[src/rtl/gpio_bank_pkg.sv]
package gpio_bank_pkg;
    localparam int ADDR_W = 8;
    localparam logic [ADDR_W-1:0] OFF_HEN   = 8'h08;
    localparam logic [ADDR_W-1:0] OFF_DIR   = 8'h10;
    localparam logic [ADDR_W-1:0] OFF_OUT   = 8'h14;
    localparam logic [ADDR_W-1:0] OFF_SET   = 8'h18;
    localparam logic [ADDR_W-1:0] OFF_CLR   = 8'h1C;
    localparam logic [ADDR_W-1:0] OFF_IN    = 8'h20;
    localparam logic [ADDR_W-1:0] OFF_SRISE = 8'h24;
    localparam logic [ADDR_W-1:0] OFF_CRISE = 8'h28;
    localparam logic [ADDR_W-1:0] OFF_SFALL = 8'h2C;
    localparam logic [ADDR_W-1:0] OFF_CFALL = 8'h30;
    localparam logic [ADDR_W-1:0] OFF_STAT  = 8'h34;
endpackage

[src/rtl/gpio_bank_sync.sv]
module gpio_bank_sync #(
    parameter int W = 32
) (
    input  logic         clk,
    input  logic         rst_n,
    input  logic [W-1:0] async_in,
    output logic [W-1:0] sync_out
);
    typedef struct packed {
        logic [W-1:0] s1;
        logic [W-1:0] s2;
    } sync_t;

    sync_t st_d, st_q;

    always_comb begin
        st_d    = st_q;
        st_d.s1 = async_in;
        st_d.s2 = st_q.s1;
    end

    always_ff @(posedge clk or negedge rst_n) begin
        if (!rst_n) st_q <= '0;
        else        st_q <= st_d;
    end

    assign sync_out = st_q.s2;
endmodule

[src/rtl/gpio_bank_edge.sv]
module gpio_bank_edge #(
    parameter int W = 32
) (
    input  logic         clk,
    input  logic         rst_n,
    input  logic [W-1:0] level,
    input  logic [W-1:0] rise_en,
    input  logic [W-1:0] fall_en,
    output logic [W-1:0] evt
);
    logic [W-1:0] prev_d, prev_q;

    always_comb begin
        prev_d = level;
    end

    always_ff @(posedge clk or negedge rst_n) begin
        if (!rst_n) prev_q <= '0;
        else        prev_q <= prev_d;
    end

    // Per-pin event: a rise gated by its mask or a fall gated by its mask.
    for (genvar i = 0; i < W; i++) begin : g_pin
        assign evt[i] = (level[i] & ~prev_q[i] & rise_en[i]) |
                        (~level[i] & prev_q[i] & fall_en[i]);
    end

    // no event may appear while the sampled level holds still
    a_r6_quiet_no_event: assert property (@(posedge clk) disable iff (!rst_n)
        (level == prev_q) |-> (evt == '0));
endmodule

[src/rtl/gpio_bank_irq.sv]
module gpio_bank_irq #(
    parameter int W  = 32,
    parameter int DN = 8
) (
    input  logic          clk,
    input  logic          rst_n,
    input  logic [W-1:0]  stat,
    input  logic [W-1:0]  evt,
    input  logic [1:0]    half_en,
    output logic [1:0]    irq_half,
    output logic [DN-1:0] irq_direct
);
    localparam int HALF = W / 2;

    logic [DN-1:0] pulse_d, pulse_q;

    always_comb begin
        pulse_d = evt[DN-1:0];
    end

    always_ff @(posedge clk or negedge rst_n) begin
        if (!rst_n) pulse_q <= '0;
        else        pulse_q <= pulse_d;
    end

    assign irq_half[0] = half_en[0] & (|stat[HALF-1:0]);
    assign irq_half[1] = half_en[1] & (|stat[W-1:HALF]);
    assign irq_direct  = pulse_q;

    // a direct pulse needs an event on the cycle before it
    a_r9_pulse_needs_event: assert property (@(posedge clk) disable iff (!rst_n)
        (evt[DN-1:0] == '0) |=> (irq_direct == '0));
    // a disabled half never raises its line
    a_r8_low_gated: assert property (@(posedge clk) disable iff (!rst_n)
        !half_en[0] |-> !irq_half[0]);
    a_r8_high_gated: assert property (@(posedge clk) disable iff (!rst_n)
        !half_en[1] |-> !irq_half[1]);
endmodule

[src/rtl/gpio_edge_bank.sv]
module gpio_edge_bank
    import gpio_bank_pkg::*;
#(
    parameter int NPINS    = 32,
    parameter int DIRECT_N = 8
) (
    input  logic                clk,
    input  logic                rst_n,
    input  logic [ADDR_W-1:0]   bus_addr,
    input  logic                bus_wr_en,
    input  logic [31:0]         bus_wdata,
    output logic [31:0]         bus_rdata,
    input  logic [NPINS-1:0]    pin_in,
    output logic [NPINS-1:0]    pin_out,
    output logic [NPINS-1:0]    pin_oe,
    output logic [1:0]          irq_half,
    output logic [DIRECT_N-1:0] irq_direct
);
    typedef struct packed {
        logic [NPINS-1:0] dir;
        logic [NPINS-1:0] dout;
        logic [NPINS-1:0] rise;
        logic [NPINS-1:0] fall;
        logic [NPINS-1:0] stat;
        logic [1:0]       hen;
    } bank_t;

    bank_t s_d, s_q;

    logic [NPINS-1:0] pin_sync;
    logic [NPINS-1:0] evt;
    logic [NPINS-1:0] wmask;

    assign wmask = bus_wdata[NPINS-1:0];

    gpio_bank_sync #(.W(NPINS)) u_sync (
        .clk      (clk),
        .rst_n    (rst_n),
        .async_in (pin_in),
        .sync_out (pin_sync)
    );

    gpio_bank_edge #(.W(NPINS)) u_edge (
        .clk     (clk),
        .rst_n   (rst_n),
        .level   (pin_sync),
        .rise_en (s_q.rise),
        .fall_en (s_q.fall),
        .evt     (evt)
    );

    gpio_bank_irq #(.W(NPINS), .DN(DIRECT_N)) u_irq (
        .clk        (clk),
        .rst_n      (rst_n),
        .stat       (s_q.stat),
        .evt        (evt),
        .half_en    (s_q.hen),
        .irq_half   (irq_half),
        .irq_direct (irq_direct)
    );

    always_comb begin
        logic [NPINS-1:0] stat_clr;
        s_d      = s_q;
        stat_clr = '0;
        if (bus_wr_en) begin
            case (bus_addr)
                OFF_HEN:   s_d.hen  = bus_wdata[1:0];
                OFF_DIR:   s_d.dir  = wmask;
                OFF_SET:   s_d.dout = s_q.dout | wmask;
                OFF_CLR:   s_d.dout = s_q.dout & ~wmask;
                OFF_SRISE: s_d.rise = s_q.rise | wmask;
                OFF_CRISE: s_d.rise = s_q.rise & ~wmask;
                OFF_SFALL: s_d.fall = s_q.fall | wmask;
                OFF_CFALL: s_d.fall = s_q.fall & ~wmask;
                OFF_STAT:  stat_clr = wmask;
                default:   ;
            endcase
        end
        // A new event outranks a clear in the same cycle.
        s_d.stat = (s_q.stat & ~stat_clr) | evt;
    end

    always_ff @(posedge clk or negedge rst_n) begin
        if (!rst_n) begin
            s_q     <= '0;
            s_q.dir <= '1;
        end else begin
            s_q <= s_d;
        end
    end

    always_comb begin
        case (bus_addr)
            OFF_HEN:              bus_rdata = 32'(s_q.hen);
            OFF_DIR:              bus_rdata = 32'(s_q.dir);
            OFF_OUT, OFF_SET,
            OFF_CLR:              bus_rdata = 32'(s_q.dout);
            OFF_IN:               bus_rdata = 32'(pin_sync);
            OFF_SRISE, OFF_CRISE: bus_rdata = 32'(s_q.rise);
            OFF_SFALL, OFF_CFALL: bus_rdata = 32'(s_q.fall);
            OFF_STAT:             bus_rdata = 32'(s_q.stat);
            default:              bus_rdata = '0;
        endcase
    end

    assign pin_out = s_q.dout;
    assign pin_oe  = ~s_q.dir;

    // output levels move only on a set or clear write
    a_r3_out_hold: assert property (@(posedge clk) disable iff (!rst_n)
        !(bus_wr_en && (bus_addr == OFF_SET || bus_addr == OFF_CLR)) |=> $stable(pin_out));
    // edge masks move only on their own set/clear writes
    a_r5_rise_hold: assert property (@(posedge clk) disable iff (!rst_n)
        !(bus_wr_en && (bus_addr == OFF_SRISE || bus_addr == OFF_CRISE)) |=> $stable(s_q.rise));
    a_r5_fall_hold: assert property (@(posedge clk) disable iff (!rst_n)
        !(bus_wr_en && (bus_addr == OFF_SFALL || bus_addr == OFF_CFALL)) |=> $stable(s_q.fall));
    // status only gains bits from an event
    a_r6_stat_from_evt: assert property (@(posedge clk) disable iff (!rst_n)
        (evt == '0) |=> ((s_q.stat & ~$past(s_q.stat)) == '0));
    // an event always leaves its status bit set
    a_r7_evt_wins: assert property (@(posedge clk) disable iff (!rst_n)
        (evt != '0) |=> ((s_q.stat & $past(evt)) == $past(evt)));
endmodule

[config.mk]
export PLATFORM = sky130hd
export DESIGN_NAME = gpio_edge_bank
export DESIGN_NICKNAME = d
export VERILOG_FILES = /design/src/rtl/gpio_bank_pkg.sv /design/src/rtl/gpio_bank_sync.sv /design/src/rtl/gpio_bank_edge.sv /design/src/rtl/gpio_bank_irq.sv /design/src/rtl/gpio_edge_bank.sv
export SDC_FILE = /design/constraint.sdc
export NUM_CORES = 1
export LEC_CHECK = 0
export BUFFER_PORTS_ARGS = -buffer_cell sky130_fd_sc_hd__buf_2
export CAP_MARGIN = 20
export CORE_ASPECT_RATIO = 0.6
export CORE_MARGIN = 4
export CORE_UTILIZATION = 40
export CTS_BUF_LIST = sky130_fd_sc_hd__clkbuf_8
export CTS_CLUSTER_SIZE = 12
export DETAILED_ROUTE_END_ITERATION = 7
export PLACE_DENSITY = 0.61
export SYNTH_ARGS = -nofsm -noshare
export SYNTH_HDL_FRONTEND = slang
export SYNTH_SLANG_ARGS = --single-unit
[constraint.sdc]
create_clock -name clk -period 1.7 [get_ports clk]
set_clock_uncertainty 0.05 [all_clocks]
set_input_delay 0.17 -clock clk [delete_from_list [all_inputs] [get_ports clk]]
set_output_delay 0.17 -clock clk [all_outputs]
set_load 0.1 [all_outputs]
==> flow_summary.ini <==
[finish]
syn_to_final_growth_pct = 45.53
final_cell_mix = dfrtp_1 (232), buf_4 (161), buf_2 (108)
n_fill_cell = 2271
final_common_cell = dfrtp_1
drive_gt1_frac = 0.4401
diodes = 0
fin_nets = 1445
final_cells = 1777

[floorplanning]
die_w_um = 228.7
ios = 181
rows = 48
die_area_um2 = 32110
dieHeight_um = 140.4
coreArea_um2 = 28770
start_util = 0.4063

[logic_synthesis]
synth-async-reset-ratio = 1.000
synth_edf_count = 0
synth_nets = 1086
yosysSeqAreaShare = 0.5730
synth.cell_area_um2 = 11690
synth_cell_types = 55
yosysWarningCount = 0
netlist_instances = 1011
ys.flop_type = dfrtp_1
ys_ff_latch = 266
synth_area_per_cell_um2 = 11.56

[setup_path]
worstPathRequired_ns = 1.48
crit_start = s_q[131]
cpPeakStageDelay_ns = 0.53
cp_slowest_cell = dfstp_2
cp_num_buf_inv = 2
path_max_fanout = 2
cp-end-kind = output pin
crit_arrival_ns = 2.03
crit_type = flop to output pin
cp-start-kind = flop
crit_chain = nand3b_1 > a2111oi_4 > buf_4 > a221oi_4 > nand2_4 > buf_12
crit_family = flip-flops

[power]
powerDensity_nw_per_um2 = 907.7
leakagePower_nw = 7.642
peakVddDrop_v = 0.0004799

[placement]
dp_hpwl_um = 26460
pre_cts_ws_ns = -0.3931
finalWeightedCongestion = 0.8657
placed_cells = 1582
numPortBuffers = 180

[timing]
slew_viol_final = 0
fin_ws_ns = -0.5539
grt_setup_unrepaired = true
layout_min_cycle_time_ns = 2.254
fin_tns_setup_ns = -13.62
slew_headroom = 0.6399
setup_violations = 34
worst_slew_pin_slew_ns = 0.5439
fmax_mhz = 443.7
finalHoldViolCount = 0
fin_crit_sh = 1.326

[cts]
cts_tree = done
path_clk_slew_ns = 0.06
cts_max_level = 2
clk_latency_ns = 0.56
clk_path_buf_depth = 3
numClockSinks = 266
clockRootBuffer = clkbuf_8
cts_made_buffers = 41

[grt]
grt_pass1_vias = 9813
grt_first_pass_wirelength_um = 60150
grtUsageTotal = 0.2399
antenna_found_initial = 0
grt_overflow = 0
grt_max_degree = 81

[route]
detail_route.first_pass.iterations = 5
wl_per_cell_um = 21.79
vias_per_cell = 5.583
vias = 9921
drc_errors = 0
drtIter0Drc = 932
wl_um = 38720
antenna_left = 0

[worst_hold_path]
hold_path.class = input port to asynchronous set/reset pin

[flow_run]
drv_cap = 0

[outcome]
violations = setup timing
status = complete, but fails checks
-- synthesized netlist by cell type (3+ instances only) --
library cell / instances / share of area
a21o_1: 9 / 0.0058
a21oi_1: 22 / 0.0094
a221o_1: 37 / 0.032
a22oi_1: 18 / 0.012
a31oi_1: 86 / 0.046
a32oi_1: 22 / 0.016
and3_1: 3 / 0.0016
buf_1: 6 / 0.0019
buf_2: 23 / 0.0098
buf_4: 35 / 0.022
clkbuf_1: 36 / 0.012
dfrtp_1: 234 / 0.50
dfstp_2: 32 / 0.072
inv_1: 34 / 0.011
mux2_1: 14 / 0.013
mux2_2: 69 / 0.066
mux2i_1: 24 / 0.021
nand2_1: 81 / 0.026
nand3_1: 50 / 0.021
nand3b_1: 34 / 0.022
nor2_1: 34 / 0.011
nor4_1: 9 / 0.0048
o211ai_1: 24 / 0.015
o21ai_0: 25 / 0.011
o21ai_1: 7 / 0.0030
o22ai_1: 7 / 0.0037
o2bb2ai_1: 3 / 0.0022
-- per-layer routing --
| layer | part of all wire | track usage | vias to the layer above |
|---|---|---|---|
| met1 | 0.47 | 0.3645 | 4971 |
| li1 | - | - | 4476 |
| met2 | 0.43 | 0.3528 | 418 |
| met5 | 0 | 0 | - |
| met4 | 0.019 | 0.05504 | 0 |
| met3 | 0.075 | 0.05142 | 56 |
-- cell families after synthesis --
family	Yosys count	synth area share
multiplexers	107	0.1005
AND/OR/NAND/NOR	235	0.1067
flip-flops	266	0.5730
XOR/XNOR	1	0.0007495
AO/OA/AOI/OAI	267	0.1613
buffers and inverters	135	0.05770
-- area by class of cell --
cell class / count / area (um^2) / share of cell area
inverter: 34 / 127.6 / 0.007503
timing repair buffer: 417 / 3821 / 0.2247
sequential: 266 / 6699 / 0.3939
clock inverter: 20 / 92.59 / 0.005444
clock buffer: 55 / 757.0 / 0.04450
multi-input combinational: 610 / 5042 / 0.2965
tap: 375 / 469.2 / 0.02759
-- where the power goes --
group          switching (mW)  internal, mW
registers               0.404          6.80
clock network            2.55          2.90
logic                    1.77          1.01
total                    4.72          10.7
-- per-stage QoR --
step | power, mW | utilization | hold WS, ns | area (um^2)
after CTS | 15.39 | 0.5775 | 0.07196 | 16610
after floorplan | 8.800 | - | -0.1756 | 12280
after global placement | 9.611 | 0.5092 | 0.07939 | 14650
final | 15.44 | 0.5912 | 0.06662 | 17010
after detailed placement | 9.655 | 0.5092 | 0.08244 | 14650
after global routing | 16.08 | 0.5912 | 0.08317 | 17010
-- path summary, 6_finish.rpt --
kind / to / slack [ns] / depth (start not counted)
setup / recovery: bus_rdata[1] / -0.55 / 6
hold / removal: u_sync.sync_out[8] / 0.07 / 2
setup reg to reg: flop / 0.50 / 4
hold reg to reg: u_sync.sync_out[26] / 0.29 / 0
max in group asynchronous: s_q[160] / 0.81 / 3
min in group clk: flop / 0.13 / 3
-- timing repair --
item                                    in CTS  in global routing
gates resized for setup                     50                 57
setup buffers                               31                 24
hold buffers                                65                  0
cloned                                       1                  0
pin swaps                                   19                 15
endpoints found under the setup margin      43                 52
hold endpoints to repair                   433                  0
(Power assumes the default switching activity.)
